## src/rtl/sys_port_pkg.sv

```systemverilog
package sys_port_pkg;
  localparam int AW = 16;
  localparam int DW = 8;

  localparam logic [AW-1:0] P_SYSRST  = 16'h0092;
  localparam logic [AW-1:0] P_ID_CPU  = 16'h0800;
  localparam logic [AW-1:0] P_ID_FEAT = 16'h0802;
  localparam logic [AW-1:0] P_ID_STAT = 16'h0803;
  localparam logic [AW-1:0] P_LED     = 16'h0808;
  localparam logic [AW-1:0] P_ID_EQP  = 16'h080C;
  localparam logic [AW-1:0] P_LOCK_A  = 16'h0810;
  localparam logic [AW-1:0] P_LOCK_B  = 16'h0812;
  localparam logic [AW-1:0] P_KEY     = 16'h0818;
  localparam logic [AW-1:0] P_SYSCTL  = 16'h081C;
  localparam logic [AW-1:0] P_ID_L2   = 16'h0823;
  localparam logic [AW-1:0] P_MAP     = 16'h0850;
  localparam logic [AW-1:0] P_SCR     = 16'h0398;

  localparam logic [DW-1:0] RD_UNMAPPED = 8'hFF;

  typedef struct packed {
    logic sysrst;
    logic led;
    logic sysctl;
    logic map;
    logic lock_a;
    logic lock_b;
    logic scr;
  } sel_t;
endpackage

```

## src/rtl/sys_port_decode.sv

```systemverilog
module sys_port_decode
  import sys_port_pkg::*;
#(
  parameter int SCR_N  = 2,
  localparam int SCR_IW = (SCR_N > 1) ? $clog2(SCR_N) : 1
) (
  input  logic [AW-1:0]     addr_i,
  output sel_t              sel_o,
  output logic [SCR_IW-1:0] scr_idx_o,
  output logic              id_hit_o,
  output logic [DW-1:0]     id_byte_o
);
  logic [AW-1:0] scr_diff;

  assign scr_diff = addr_i - P_SCR;

  always_comb begin
    sel_o        = '0;
    sel_o.sysrst = (addr_i == P_SYSRST);
    sel_o.led    = (addr_i == P_LED);
    sel_o.sysctl = (addr_i == P_SYSCTL);
    sel_o.map    = (addr_i == P_MAP);
    sel_o.lock_a = (addr_i == P_LOCK_A);
    sel_o.lock_b = (addr_i == P_LOCK_B);
    sel_o.scr    = (scr_diff < AW'(SCR_N));
  end

  assign scr_idx_o = scr_diff[SCR_IW-1:0];

  always_comb begin
    id_hit_o  = 1'b1;
    id_byte_o = '0;
    unique case (addr_i)
      P_ID_CPU:  id_byte_o = 8'hEF;
      P_ID_FEAT: id_byte_o = 8'hAD;
      P_ID_STAT: id_byte_o = 8'hE0;
      P_ID_EQP:  id_byte_o = 8'h3C;
      P_LOCK_A:  id_byte_o = 8'h39;
      P_KEY:     id_byte_o = 8'h00;
      P_ID_L2:   id_byte_o = 8'h03;
      default:   id_hit_o  = 1'b0;
    endcase
  end
endmodule

```

## src/rtl/sys_port_regs.sv

```systemverilog
module sys_port_regs
  import sys_port_pkg::*;
#(
  parameter int SCR_N  = 2,
  parameter int CTL_W  = 4,
  localparam int SCR_IW = (SCR_N > 1) ? $clog2(SCR_N) : 1
) (
  input  logic              clk_i,
  input  logic              rst_ni,
  input  logic              wr_i,
  input  logic              rd_i,
  input  logic [DW-1:0]     wdata_i,
  input  sel_t              sel_i,
  input  logic [SCR_IW-1:0] scr_idx_i,
  input  logic              id_hit_i,
  input  logic [DW-1:0]     id_byte_i,
  output logic [DW-1:0]     rdata_o,
  output logic              reset_req_o,
  output logic              little_endian_o,
  output logic              disk_led_o,
  output logic              map_sparse_o,
  output logic              lock_a_o,
  output logic              lock_b_o
);
  logic [CTL_W-1:0] sysctl_q;
  logic [DW-1:0]    scr_q [SCR_N];
  logic [DW-1:0]    rd_nxt;

  always_ff @(posedge clk_i or negedge rst_ni) begin
    if (!rst_ni) begin
      reset_req_o     <= 1'b0;
      little_endian_o <= 1'b0;
      disk_led_o      <= 1'b0;
      map_sparse_o    <= 1'b0;
      sysctl_q        <= '0;
    end else if (wr_i) begin
      if (sel_i.sysrst) begin
        reset_req_o     <= wdata_i[0];
        little_endian_o <= wdata_i[1];
      end
      if (sel_i.led)    disk_led_o   <= wdata_i[0];
      if (sel_i.sysctl) sysctl_q     <= wdata_i[CTL_W-1:0];
      if (sel_i.map)    map_sparse_o <= wdata_i[0];
    end
  end

  // lock strobes: one cycle high after the write edge
  always_ff @(posedge clk_i or negedge rst_ni) begin
    if (!rst_ni) begin
      lock_a_o <= 1'b0;
      lock_b_o <= 1'b0;
    end else begin
      lock_a_o <= wr_i & sel_i.lock_a;
      lock_b_o <= wr_i & sel_i.lock_b;
    end
  end

  for (genvar g = 0; g < SCR_N; g++) begin : g_scr
    always_ff @(posedge clk_i or negedge rst_ni) begin
      if (!rst_ni)
        scr_q[g] <= '0;
      else if (wr_i && sel_i.scr && (scr_idx_i == SCR_IW'(g)))
        scr_q[g] <= wdata_i;
    end
  end

  always_comb begin
    rd_nxt = RD_UNMAPPED;
    if (sel_i.sysrst)      rd_nxt = '0;
    else if (id_hit_i)     rd_nxt = id_byte_i;
    else if (sel_i.sysctl) rd_nxt = DW'(sysctl_q);
    else if (sel_i.map)    rd_nxt = DW'(map_sparse_o);
    else if (sel_i.scr)    rd_nxt = scr_q[scr_idx_i];
  end

  always_ff @(posedge clk_i or negedge rst_ni) begin
    if (!rst_ni)   rdata_o <= '0;
    else if (rd_i) rdata_o <= rd_nxt;
  end
endmodule

```

## src/rtl/sys_port_fold.sv

```systemverilog
module sys_port_fold #(
  parameter int OFF_W   = 23,
  parameter int PW      = 16,
  parameter int KEEP_LO = 5,
  parameter int HI_LSB  = 12,
  localparam int HI_W   = PW - KEEP_LO
) (
  input  logic [OFF_W-1:0] off_i,
  input  logic             sparse_i,
  output logic [PW-1:0]    port_o
);
  logic [PW-1:0] dense, sparse;

  assign dense  = off_i[PW-1:0];
  // sparse map: 32 ports per 4 KB page
  assign sparse = {off_i[HI_LSB +: HI_W], off_i[KEEP_LO-1:0]};
  assign port_o = sparse_i ? sparse : dense;
endmodule

```

## src/rtl/sys_port_bank.sv

```systemverilog
module sys_port_bank
  import sys_port_pkg::*;
#(
  parameter int SCR_N = 2,
  parameter int CTL_W = 4,
  parameter int OFF_W = 23,
  localparam int SCR_IW = (SCR_N > 1) ? $clog2(SCR_N) : 1
) (
  input  logic             clk_i,
  input  logic             rst_ni,
  input  logic [AW-1:0]    addr_i,
  input  logic             wr_i,
  input  logic             rd_i,
  input  logic [DW-1:0]    wdata_i,
  output logic [DW-1:0]    rdata_o,
  input  logic [OFF_W-1:0] win_off_i,
  output logic [AW-1:0]    isa_port_o,
  output logic             reset_req_o,
  output logic             little_endian_o,
  output logic             disk_led_o,
  output logic             lock_a_o,
  output logic             lock_b_o
);
  sel_t              sel;
  logic [SCR_IW-1:0] scr_idx;
  logic              id_hit;
  logic [DW-1:0]     id_byte;
  logic              map_sparse;

  sys_port_decode #(.SCR_N(SCR_N)) u_dec (
    .addr_i    (addr_i),
    .sel_o     (sel),
    .scr_idx_o (scr_idx),
    .id_hit_o  (id_hit),
    .id_byte_o (id_byte)
  );

  sys_port_regs #(.SCR_N(SCR_N), .CTL_W(CTL_W)) u_regs (
    .clk_i           (clk_i),
    .rst_ni          (rst_ni),
    .wr_i            (wr_i),
    .rd_i            (rd_i),
    .wdata_i         (wdata_i),
    .sel_i           (sel),
    .scr_idx_i       (scr_idx),
    .id_hit_i        (id_hit),
    .id_byte_i       (id_byte),
    .rdata_o         (rdata_o),
    .reset_req_o     (reset_req_o),
    .little_endian_o (little_endian_o),
    .disk_led_o      (disk_led_o),
    .map_sparse_o    (map_sparse),
    .lock_a_o        (lock_a_o),
    .lock_b_o        (lock_b_o)
  );

  sys_port_fold #(.OFF_W(OFF_W), .PW(AW)) u_fold (
    .off_i    (win_off_i),
    .sparse_i (map_sparse),
    .port_o   (isa_port_o)
  );
endmodule

```

## config.mk

```make
export PLATFORM = sky130hd
export DESIGN_NAME = sys_port_bank
export DESIGN_NICKNAME = d
export VERILOG_FILES = /design/src/rtl/sys_port_pkg.sv /design/src/rtl/sys_port_decode.sv /design/src/rtl/sys_port_regs.sv /design/src/rtl/sys_port_fold.sv /design/src/rtl/sys_port_bank.sv
export SDC_FILE = /design/constraint.sdc
export NUM_CORES = 1
export LEC_CHECK = 0
export BUFFER_PORTS_ARGS = -buffer_cell sky130_fd_sc_hd__buf_2
export CAP_MARGIN = 40
export CORE_UTILIZATION = 40
export CTS_CLUSTER_SIZE = 20
export DETAILED_ROUTE_END_ITERATION = 7
export PLACE_DENSITY = 0.69
export SLEW_MARGIN = 20
export SYNTH_ARGS = -nofsm -noshare
export SYNTH_HDL_FRONTEND = slang
export SYNTH_SLANG_ARGS = --single-unit
export TNS_END_PERCENT = 1
```

## constraint.sdc

```tcl
create_clock -name clk_i -period 1.25 [get_ports clk_i]
set_input_delay 0.25 -clock clk_i [delete_from_list [all_inputs] [get_ports clk_i]]
set_output_delay 0.25 -clock clk_i [all_outputs]
set_load 0.05 [all_outputs]
```

==> reports/summary.md, run 1 <==
The run finished, with violations left. The final reports fail on setup timing. After layout, the worst path uses 157% of the clock period. For the total via count after detailed routing, the log shows 2161. The tools report the final-report setup violation count as 43. Once detailed placement completed, the half-perimeter wirelength came to 4.69 mm. For this block, the routed nets add up to 6.14 mm of wire.

The floorplan row count is 26, and the async set-or-reset flop fraction in the synthesized netlist is 100%. For this design the static power due to leakage is 1.57 nW. The number of max-slew violations in the final report was 0. Across the run, the number of max-cap violations was 0. Summed over all layers, the global routing overflow is 0. The area of the core region is 0.00524 sq mm, and the growth of design area from synthesis to finish is 46.1%. The internal power came out at 1.79 mW. The later pin in the worst-skew pair is clocked with a latency of 0.28 ns.

The logs give 401 for the number of cells in the finished layout apart from fillers and 0 for the Yosys warning count. Once placement finished, the instance area stood at 0.00300 sq mm. Setup repair after global routing could not meet its margin everywhere. The run gives 2101 as the via count of the first global-routing pass. After synthesis, the largest family of logic cells by area is multiplexers.

Setup skew after layout: 0.00424 ns. Synthesis produced a netlist with a net count of 273. The die extent in y works out to 76.9 microns. Entering global routing, the biggest net connects 20 pins. The worst pin sits at a relative slew slack of 71.7%.

The adder and majority gate portion of the synthesized area is 0.558%, and the critical path required time is 1.42 ns. Initial core utilization: 42.8%. In this run the power density over the cells is 767 mW/mm^2. The die is 76.9 microns wide. The worst-case setup margin in the final layout was -0.709 ns; the clock power share was 31.3%.

Once detail routing completed, the nets flagged for antenna violations numbered 0. For this run, design rule violations remaining after detail routing come to 0. Top cell type by total area after synthesis: sky130_fd_sc_hd__dfrtp_1. The root buffer selected by CTS was sky130_fd_sc_hd__clkbuf_8. After clock tree synthesis, the clock-pin slew on the worst setup and hold paths is 0.06 ns.

The run gives 2.13 ns as the arrival time of data at the critical path endpoint. The critical path in this run is classified as input port to flip-flop. The worst hold path depth was 2; the final cell area excluding filler cells was 0.00328 sq mm.

After clock tree synthesis, the setup repair step added 0 buffers. The number of top-level pins came out at 80. The kind of end point of the critical path was a flip-flop.

At the pin with the least slew margin, the transition time is 0.421 ns. The count of buffers inserted at the top-level ports is 69, and the xor/xnor share of the synthesized area is 0%. The total count of hold-check failures in the final report was 0; the first-pass GRT wire length was 10.1 mm. Compound-cell area share of the yosys netlist: 13.9%. The worst min-delay path class is input port to flip-flop.

The depth of the worst register-to-register path works out to 4. The logs give 510 MHz for the achievable frequency and 435 for the number of filler cells placed in the layout. Final critical delay including setup and external delays: 1.96 ns. After detailed routing, the average wire length per cell comes to 15.3 microns. In the routed layout, each cell is associated on average with a via count of 5.39.

The portion of synthesized cell area occupied by the leading cell type was 37.9%; the detailed router's first-iteration violation count was 161. Registers are responsible for 44.9% of the overall power. The tools report the total power after layout as 2.51 mW. The worst-case IR drop observed on VDD is 738 uV.

The tools report the number of antenna repair diodes as 0. Total standard cell area after synthesis: 0.00224 sq mm. TritonCTS built the clock tree. The run gives 221 as the synthesized netlist cell count. Once layout is complete, the utilization of the core stands at 62.6%. For the initial antenna violation count, the log shows 0. Routability-driven placement finished with a final weighted congestion of 0.874.

For the overall die area, the log shows 0.00591 sq mm. For the number of sinks on the clock net, the log shows 34. The tools report the number of H-tree branching levels as 2.

Sequential cells were found to cover 37.9% of the synthesized design area. The distinct cell type count after synthesis was 51; the number of detailed-routing iterations run before antenna repair was 4. Most used flip-flop cell after synthesis: sky130_fd_sc_hd__dfrtp_1. Summed over all nets, the switching power comes to 724 uW.

In this run the deepest clock path goes through 2 buffers. The net total in the final layout is 384. Proportion of layout cells with a drive suffix above 1: 57.4%. The fraction of power spent switching nets was 28.8%. The worst setup path is launched from an input port.

The number of storage elements in the synthesis netlist is 34. The synthesized area per cell came out at 10.2 sq um. The largest fanout on the critical path was 4; the post-synthesis mux area share was 21.3%.

Global-route usage over all layers: 21.6%. Of the total synthesized cell area, the portion taken by AND, OR, NAND and NOR gates is 20.2%. In the post-synthesis netlist, the biggest area contributors are sky130_fd_sc_hd__dfrtp_1 (38%), sky130_fd_sc_hd__mux2_2 (19%), sky130_fd_sc_hd__nand2_1 (3.0%), sky130_fd_sc_hd__a21oi_1 (2.5%), sky130_fd_sc_hd__mux2i_1 (2.2%). The number of clock buffers added by TritonCTS is 5. Per report_power, the combinational group accounts for 23.8% of the total.

Yosys mapped a number of flops with a built-in enable equal to 0. The cell count after placement was 394.
[final timing paths]
path / startpoint / to / slack (ns)
worst max register to register: u_regs.scr_q[10] / u_regs.rdata_o[2] / 0.02
max in group asynchronous: rst_ni / u_regs.map_sparse_o / 0.40
worst min register to register: u_regs.reset_req_o / u_regs.reset_req_o / 0.50
min in group asynchronous: rst_ni / u_regs.scr_q[5] / 0.41
worst min-delay path: wdata_i[4] / u_regs.scr_q[12] / 0.20
worst max-delay path: addr_i[3] / u_regs.scr_q[15] / -0.71
[final cells by class]
cell class | count | area, sq um | area share [%]
multi-input combinational | 163 | 1410 | 43.0
sequential | 34 | 852 | 26.0
timing repair buffer | 121 | 820 | 25.0
tap | 70 | 87.6 | 2.67
clock buffer | 6 | 82.6 | 2.52
inverter | 7 | 26.3 | 0.802
[worst max-delay path, stage by stage]
cell	delay, ns
sky130_fd_sc_hd__buf_2	0.13
sky130_fd_sc_hd__ha_4	0.23
sky130_fd_sc_hd__or4b_4	0.50
sky130_fd_sc_hd__nor3_2	0.15
sky130_fd_sc_hd__nand4_1	0.20
sky130_fd_sc_hd__nor3_4	0.21
sky130_fd_sc_hd__buf_6	0.16
sky130_fd_sc_hd__mux2_4	0.30
[what timing repair did]
action                                 CTS  global route
setup endpoints to repair               43            44
endpoints found under the hold margin   15             0
resized for setup                       39             7
hold buffers                             1             0
pin swaps                                4             1
[cell families after synthesis]
group                      after synthesis
and+or+nand+nor                         75
AOI/OAI and AO/OA                       44
muxes                                   43
DFF                                     34
buffers and inverters                   24
adders and majority gates                1
[stage by stage]
stage          setup slack (ns)  hold WS, ns  TNS, ns
2_1_floorplan            -0.885      -0.0456   -21.98
3_3_place_gp              -1.02        0.183   -29.92
3_5_place_dp              -1.06        0.192   -30.80
4_1_cts                  -0.712        0.200   -20.46
5_1_grt                  -0.742        0.203   -21.93
6_report                 -0.709        0.204   -20.20
[power by group through the flow]
stage               sequential [mW]  combinational (mW)  clock (mW)
CTS                            1.13               0.588       0.804
global route                   1.13               0.638       0.850
global placement               1.15               0.536           0
detailed placement             1.15               0.543           0
finish                         1.13               0.597       0.788
floorplan                      1.21               0.272           0
[layout by cell type (no fill, tap or decap), drive strengths merged, types with 2 or more instances in the layout]
cell     instances
buf            120
mux2            38
dfrtp           34
nand2           18
nor3            13
a21oi           11
nor2             9
nand3            9
inv              7
clkbuf           6
o21ai            6
mux2i            5
a211oi           4
a22o             4
nand4            3
nor2b            3
nor3b            3
o221ai           2
nand4bb          2
nand2b           2
or4b             2
o41ai            2
a22oi            2
o32ai            2
or3              2
and4             2
o21bai           2
[cells in the mapped netlist (3+ instances only)]
cell                       instances
sky130_fd_sc_hd__a211oi_1          4
sky130_fd_sc_hd__a21oi_1          11
sky130_fd_sc_hd__a22o_1            4
sky130_fd_sc_hd__buf_2             7
sky130_fd_sc_hd__buf_4             6
sky130_fd_sc_hd__dfrtp_1          34
sky130_fd_sc_hd__inv_1             7
sky130_fd_sc_hd__mux2_2           38
sky130_fd_sc_hd__mux2i_1           5
sky130_fd_sc_hd__nand2_1          18
sky130_fd_sc_hd__nand3_1           8
sky130_fd_sc_hd__nand4_1           3
sky130_fd_sc_hd__nor2_1            9
sky130_fd_sc_hd__nor2b_1           3
sky130_fd_sc_hd__nor3_1            9
sky130_fd_sc_hd__nor3_2            3
sky130_fd_sc_hd__nor3b_1           3
sky130_fd_sc_hd__o21ai_0           6
[registers in the layout (all words and copies together), names as in the netlist]
| register | count |
|---|---|
| u_regs.sysctl_q | 4 |
| u_regs.scr_q | 16 |
| u_regs.reset_req_o | 1 |
| u_regs.little_endian_o | 1 |
| u_regs.map_sparse_o | 1 |
| u_regs.lock_b_o | 1 |
| u_regs.lock_a_o | 1 |
| u_regs.rdata_o | 8 |
| u_regs.disk_led_o | 1 |
[per-layer routing]
| layer | vias to the layer above | share of wire (%) | GRT usage (%) |
|---|---|---|---|
| met1 | 1031 | 45 | 27.8 |
| met4 | 0 | 0.86 | 5.38 |
| met5 | - | 0 | 0 |
| met3 | 8 | 5.9 | 4.64 |
| met2 | 74 | 48 | 36.8 |
| li1 | 1048 | - | - |
No activity file was read; power rests on OpenSTA's default activity.
==> run 2, diff against run 1 <==
==> constraint.sdc (replaced) <==
create_clock -name clk_i -period 1.25 [get_ports clk_i]
set_input_delay 0.25 -clock clk_i [delete_from_list [all_inputs] [get_ports clk_i]]
set_output_delay 0.25 -clock clk_i [all_outputs]
set_load 0.01 [all_outputs]
==> run 2 against run 1 <==
Against the previous run: the flow still finishes with violations (setup timing); non-clock buffer count unchanged; die area unchanged; global-route usage decreased by 0.31 points; largest cell class unchanged; final area decreased by 1.9%; fmax about the same.
==> reports/summary.md, run 2 (synthesis results as in run 1) <==
Final period utilization: 157% (about the same). TritonCTS built the clock tree. The largest stage delay on the critical path came out at 0.50 ns (about the same).

The tools report the total leakage power as 1.55 nW (-1.3%). The global-route usage over all layers came out at 21.3% (-0.31 points). For the worst slew margin relative to its limit, the log shows 71.7% (about the same). The slew of the pin with the lowest slew margin was 0.421 ns (+0.00000107 ns); the number of max-slew violations in the final report was 0 (unchanged). Traced cell by cell, the critical path runs through buf_2 > ha_4 > or4b_4 > nor3_2 > nand4_1 > nor3_4 > buf_6 > mux2_4.

By startpoint and endpoint, the worst setup path is classified as input port to flip-flop. The fraction of power spent switching nets is 25.5% (-3.3 points). The mean number of vias per cell is 5.39 (unchanged), and the deepest clock path buffer count is 2 (unchanged). The slowest stage of the critical path belongs to the cell sky130_fd_sc_hd__or4b_4.

The achievable frequency was 510 MHz (about the same); the via count of the first global-routing pass was 2070 (-1.5%). The run gives 4 (unchanged) as the number of detailed-routing iterations run before antenna repair. For the final-report setup violation count, the log shows 43 (unchanged). The tools report the total count of hold-check failures in the final report as 0 (unchanged).

The count of nets left with antenna violations after detail routing was 0 (unchanged). The depth of the worst register-to-register path came out at 4 (unchanged). The detail-routed net length per standard cell is 15.1 microns (-1.1%). The largest registers in the layout are u_regs.scr_q: 16 flops, u_regs.rdata_o: 8 flops, u_regs.sysctl_q: 4 flops.

The worst hold path begins at wdata_i[4]. The worst hold path depth was 2 (unchanged); the initial antenna violation count was 0 (unchanged). The total CTS buffers was 5 (unchanged); the proportion of layout cells with a drive suffix above 1 was 57.4% (unchanged). For the clock power share, the log shows 33.1% (+1.8 points). For the half-perimeter wire length after placement, the log shows 4.69 mm (unchanged). The cell sitting at the root of the clock tree is a sky130_fd_sc_hd__clkbuf_8.

Worst min-delay path class: input port to flip-flop. The total congestion overflow was 0 (unchanged). The startpoint class of the critical path was an input port.

The setup slack of the most critical reg-to-reg path was 0.02 ns (about the same); the relative contribution of combinational cells to total power was 19.3% (-4.5 points). The number of remaining DRC errors is 0 (unchanged), and the register clock-pin slew on the reported worst setup and hold paths is 0.06 ns (about the same). The flow ran to the end, but the final reports show violations.

Internal power: 1.77 mW (-1.2%). The startpoint identified for the worst register-to-register timing path is u_regs.scr_q[10]. The worst setup slack after placement came out at -1.06 ns (unchanged).

The run gives 0.00421 ns (-0.0000321 ns) as the setup skew after layout. The number of H-tree branching levels was 2 (unchanged). The count of buffers inserted at the top-level ports works out to 69 (unchanged). The worst setup path is captured at a flip-flop. The checks that failed: setup timing. The commonest non-fill, non-tap cell in the layout was sky130_fd_sc_hd__buf_2.

The power density over cell area is 739 mW/mm^2 (-3.7%), and the last weighted congestion value of the routability-driven placer is 0.874 (unchanged). For the net total in the final layout, the log shows 384 (unchanged). Setup repair after global routing could not meet its margin everywhere. The die extent in y is 76.9 microns (unchanged). The growth of design area from synthesis to finish was 43.4%; the total detailed-routing wirelength was 6.07 mm (-1.1%). The number of sinks on the clock net is 34 (unchanged), and the total net switching power is 607 uW (-16%). The run gives 42.8% (unchanged) as the initial core utilization.

The number of cells in the finished layout apart from fillers is 401 (unchanged), and the number of flip-flops in the largest register is 16 (unchanged). The detailed router's first-iteration violation count came out at 142 (-12%). The pin count of the biggest net entering global routing came out at 20 (unchanged).

Register bank with the most flops: u_regs.scr_q. The run gives 0.28 ns (about the same) as the clock latency on the worst-skew pair. The endpoint of the worst-slack reg-to-reg timing path was u_regs.rdata_o[2]. Number of top-level pins: 80 (unchanged). The area of the core region was 0.00524 sq mm (unchanged). The tools report the first-pass GRT wire length as 9.92 mm (-1.6%). In the layout the commonest cells are sky130_fd_sc_hd__buf_2 (69), sky130_fd_sc_hd__buf_4 (48), sky130_fd_sc_hd__dfrtp_1 (33).

Reported max-cap violation count: 0 (unchanged). The maximum vdd ir drop was 738 uV (about the same); the total via count after detailed routing was 2161 (unchanged). The final critical delay including setup and external delays came out at 1.96 ns (+0.00129 ns). The run gives 2.13 ns (about the same) as the arrival time of data at the critical path endpoint.

The cell count after placement was 394 (unchanged); the floorplan die width was 76.9 microns (unchanged). The terminating pin of the worst hold path is u_regs.scr_q[12]. The floorplan row count is 26 (unchanged). The logs give 1.42 ns (about the same) for the critical path required time and 0.00591 sq mm (unchanged) for the overall die area.

The run gives 47.5% (+2.6 points) as the sequential cell fraction of total power. The largest fanout on the critical path was 4 (unchanged). The number of antenna repair diodes is 0 (unchanged), and the worst-case setup margin in the final layout is -0.711 ns (-0.00129 ns).
==> run 2: cell types whose count changed in the layout (fill, tap and decap cells not counted) <==
cell                    change
sky130_fd_sc_hd__buf_4      -2
sky130_fd_sc_hd__buf_2     +11
sky130_fd_sc_hd__buf_6      -9
==> run 2: power by group through the flow <==
stage	logic [mW]	registers, mW	clock network, mW
after detailed placement	0.430	1.15	0
after CTS	0.451	1.13	0.804
after global routing	0.500	1.13	0.850
after global placement	0.424	1.15	0
after floorplan	0.187	1.16	0
final	0.459	1.13	0.787
==> run 2: repair_timing <==
| item | CTS | global route |
|---|---|---|
| cloned | 0 | 0 |
| buffers inserted | 0 | 0 |
| pin swaps | 4 | 1 |
| hold buffers | 1 | 0 |
| resized for setup | 19 | 7 |
| endpoints found under the hold margin | 15 | 0 |
| endpoints found under the setup margin | 43 | 44 |
==> run 2: worst max-delay path by stage <==
stage | start | to | cells past startpoint
3_3_place_gp | addr_i[3] | u_regs.scr_q[12] | 8
6_report | addr_i[3] | u_regs.scr_q[15] | 8
4_1_cts | addr_i[3] | u_regs.scr_q[15] | 8
3_5_place_dp | addr_i[3] | u_regs.scr_q[15] | 8
5_1_grt | addr_i[3] | u_regs.scr_q[15] | 8
2_1_floorplan | addr_i[3] | u_regs.scr_q[10] | 6
==> run 2: worst max-delay path: cells and delay by family <==
| kind | cells | cell delay, ns |
|---|---|---|
| muxes | 1 | 0.30 |
| adders and majority gates | 1 | 0.23 |
| and+or+nand+nor | 4 | 1.06 |
| buffers and inverters | 2 | 0.29 |
==> run 2: layout make-up <==
cell class / instances / area, sq um
fillers: 440 / 2020
multi-input cells: 163 / 1410
well taps: 70 / 87.6
repair buffers: 121 / 758
flip-flops and latches: 34 / 852
clock buffers: 6 / 82.6
inverters: 7 / 26.3
==> run 2: metal layers <==
metal	share of wire, %	routed length, microns	track usage (%)	vias up
li1	-	-	-	1049
met4	0.87	53	5.38	0
met2	48	2900	36.1	70
met1	45	2760	27.6	1034
met3	5.9	357	4.52	8
met5	0	0	0	-
==> run 2: through the flow <==
stage               utilization [%]  power (mW)  hold slack, ns  setup TNS (ns)  cell area [sq um]
global route                   61.4        2.48           0.203          -21.55               3220
detailed placement             57.4        1.58           0.192          -30.00               3000
CTS                            60.8        2.38           0.200          -20.07               3180
finish                         61.4        2.38           0.205          -19.79               3220
floorplan                         -        1.34         -0.0456          -21.08               2290
global placement               57.4        1.57           0.183          -29.12               3000
==> run 3, diff against run 2 <==
--- a/config.mk
+++ b/config.mk
@@ -10,7 +10,7 @@
 export CORE_UTILIZATION = 40
 export CTS_CLUSTER_SIZE = 20
 export DETAILED_ROUTE_END_ITERATION = 7
-export PLACE_DENSITY = 0.69
+export PLACE_DENSITY = 0.67
 export SLEW_MARGIN = 20
 export SYNTH_ARGS = -nofsm -noshare
 export SYNTH_HDL_FRONTEND = slang
==> constraint.sdc (replaced) <==
create_clock -name clk_i -period 1.9 [get_ports clk_i]
set_input_delay 0.38 -clock clk_i [delete_from_list [all_inputs] [get_ports clk_i]]
set_output_delay 0.38 -clock clk_i [all_outputs]
set_load 0.01 [all_outputs]
==> run 3 against run 2 <==
Against the previous run: sequential cell count did not move; largest power group unchanged; via count fell by 2.3%; sequential power fell by 34%; core utilization fell by 2.8 points; the flow still finishes with violations (setup timing); clock-buffer cell count rose by 1; clock skew barely moved; clock power fell by 32%.
==> reports/summary.md, run 3 (synthesis results as in run 1) <==
The run finished, with violations left. The final reports fail on setup timing. The logs give 2 (unchanged) for the number of H-tree branching levels and 477 uV (-35%) for the maximum vdd ir drop. More flip-flops sit in one register than any other, and that register is u_regs.scr_q. The slew of the pin with the lowest slew margin works out to 0.740 ns (+0.319 ns).

The largest registers in the layout are u_regs.scr_q: 16 flops, u_regs.rdata_o: 8 flops, u_regs.sysctl_q: 4 flops. The run gives 0.884 (+1.2%) as the last weighted congestion value of the routability-driven placer. The critical path goes through buf_2 > ha_4 > or4b_4 > nor3_4 > nand4_1 > nor3_4 > buf_4 > mux2_4. The setup skew after layout came out at 0.00405 ns (-0.000153 ns).

Overall die area: 0.00591 sq mm (unchanged). The final-report setup violation count came out at 21 (-51%). The clock latency on the worst-skew pair came out at 0.28 ns (about the same). The detailed router's first-iteration violation count came out at 113 (-20%). Worst min-delay path class: input port to asynchronous set/reset pin. The pin count of the biggest net entering global routing is 35 (+75%). The final period utilization is 111%, and the via count of the first global-routing pass is 2066 (-0.19%).

The achievable frequency was 475 MHz; the worst-case setup margin in the final layout was -0.206 ns (+0.505 ns). The total area of sequential cells is 851 sq um (-0.15%), and the area of the core region is 0.00524 sq mm (unchanged). The tools report the final cell area excluding filler cells as 0.00307 sq mm (-4.6%).

Number of sinks on the clock net: 34 (unchanged). Setup repair after global routing could not meet its margin everywhere. The count of buffers inserted at the top-level ports works out to 69 (unchanged).

The tools report the initial core utilization as 42.8% (unchanged). The power density over cell area came out at 507 mW/mm^2 (-31%). Leaving out fill and tap cells, the most frequent cell in the layout is sky130_fd_sc_hd__buf_2.

The tools report the number of max-slew violations in the final report as 0 (unchanged). The logs give 1.51 nW (-3.0%) for the total leakage power and 4.51 mm (-3.9%) for the half-perimeter wire length after placement. Multi-input combinational cell area: 0.00135 sq mm (-4.1%). For the deepest clock path buffer count, the log shows 2 (unchanged). The classification of the worst setup path was input port to flip-flop. For the number of detailed-routing iterations run before antenna repair, the log shows 4 (unchanged). The number of antenna repair diodes came out at 0 (unchanged).

The logs give 0.00292 sq mm (-2.9%) for the cell area after placement and -2.41 ns (+17.38 ns) for the total negative slack. The die extent in y was 76.9 microns (unchanged). The area growth from synthesis to layout is 36.8%. CTS placed an instance of sky130_fd_sc_hd__clkbuf_8 at the clock tree root. In the layout the commonest cells are sky130_fd_sc_hd__buf_2 (69), sky130_fd_sc_hd__buf_4 (42), sky130_fd_sc_hd__dfrtp_1 (34).

The detail-routed net length per standard cell came out at 14.6 microns (-3.6%). The tools report the setup slack of the most critical reg-to-reg path as 0.69 ns (+0.67 ns). The run gives 80 (unchanged) as the number of top-level pins. STA classifies the critical path endpoint as a flip-flop.

The total CTS buffers is 5 (unchanged). The count of nets left with antenna violations after detail routing is 0 (unchanged). The arrival time of data at the critical path endpoint was 2.27 ns (+0.14 ns). Largest fanout on the critical path: 4 (unchanged). The number of flip-flops in the largest register was 16 (unchanged). For the number of filler cells placed in the layout, the log shows 454 (+3.2%).

STA classifies the critical path startpoint as an input port. The quantity of hold-fixing buffers added after cts was 0 (-1); the depth of the worst register-to-register path was 4 (unchanged). TritonCTS built the clock tree. The mean number of vias per cell came out at 5.37 (-0.28%). The initial antenna violation count is 0 (unchanged). The tools report the worst slew margin relative to its limit as 50.7% (-21 points).

For the reported max-cap violation count, the log shows 0 (unchanged). The startpoint identified for the worst register-to-register timing path is u_regs.scr_q[2]. The slowest stage of the critical path is the sky130_fd_sc_hd__or4b_4 cell. The total count of hold-check failures in the final report was 0 (unchanged). The floorplan row count was 26 (unchanged). The proportion of layout cells with a drive suffix above 1 came out at 53.9% (-3.5 points). The critical path required time is 2.06 ns (+0.64 ns), and the total congestion overflow is 0 (unchanged).

The total via count after detailed routing is 2112 (-2.3%), and the total detailed-routing wirelength is 5.73 mm (-5.5%). The floorplan die width was 76.9 microns (unchanged); the number of remaining DRC errors was 0 (unchanged). Counting I/O delays and the setup requirement, the final critical path takes 2.11 ns. The logs give 9.47 mm (-4.5%) for the first-pass GRT wire length and 374 (-2.6%) for the net total in the final layout. In this design, the critical path's most frequently occurring cell is sky130_fd_sc_hd__nor3_4. For the global-route usage over all layers, the log shows 19.9% (-1.4 points). The endpoint of the worst-slack reg-to-reg timing path was u_regs.rdata_o[2]. The largest stage delay on the critical path was 0.51 ns (about the same); the register clock-pin slew on the reported worst setup and hold paths was 0.07 ns (about the same).
-- run 3: layout make-up --
cell class / instances / area share (%)
well taps: 70 / 2.85
clock inverters: 1 / 0.163
flip-flops and latches: 34 / 27.7
repair buffers: 111 / 21.5
multi-input cells: 163 / 44.1
inverters: 7 / 0.856
clock buffers: 7 / 2.81
-- run 3: per-layer routing --
layer / track usage [%] / vias to the layer above / routed length, microns
met5: 0 / - / 0
met4: 5.19 / 0 / 65
met3: 3.81 / 9 / 342
met2: 32.3 / 78 / 2640
met1: 27.1 / 994 / 2680
li1: - / 1031 / -
-- run 3: stage by stage --
| stage | instances | total power [mW] | hold WS [ns] | util (%) | setup WS [ns] |
|---|---|---|---|---|---|
| finish | 393 | 1.56 | 0.158 | 58.6 | -0.206 |
| global route | 393 | 1.63 | 0.214 | 58.6 | -0.260 |
| CTS | 392 | 1.56 | 0.179 | 57.7 | -0.185 |
| detailed placement | 384 | 1.02 | 0.487 | 55.7 | -0.524 |
| global placement | 384 | 1.02 | 0.481 | 55.7 | -0.507 |
| floorplan | 221 | 0.884 | 0.0844 | - | -0.365 |
-- run 3: critical path: cells and delay by family --
family,cells,cell delay (ns)
AND/OR/NAND/NOR,4,1.04
adder cells (fa/ha/maj),1,0.23
multiplexers,1,0.30
buffers and inverters,2,0.31
-- run 3: how the worst max path moves through the flow --
| stage | start | endpoint | slack, ns |
|---|---|---|---|
| after global routing | addr_i[3] | u_regs.scr_q[14] | -0.26 |
| after CTS | addr_i[3] | u_regs.scr_q[14] | -0.18 |
| after global placement | addr_i[3] | u_regs.scr_q[12] | -0.51 |
| after detailed placement | addr_i[3] | u_regs.scr_q[11] | -0.52 |
| final | addr_i[3] | u_regs.scr_q[14] | -0.21 |
| after floorplan | addr_i[3] | u_regs.scr_q[10] | -0.36 |
-- run 3: power by group --
group | total (mW) | switching, mW | internal (mW) | leakage (nW)
Combinational | 0.273 | 0.143 | 0.130 | 1.01
Sequential | 0.743 | 0.00764 | 0.736 | 0.449
Clock | 0.538 | 0.246 | 0.292 | 0.0482
-- run 3: repair_timing --
item / CTS / global route
buffers inserted: 0 / 1
endpoints found under the setup margin: 22 / 29
resized for setup: 5 / 9
pin swaps: 3 / 3
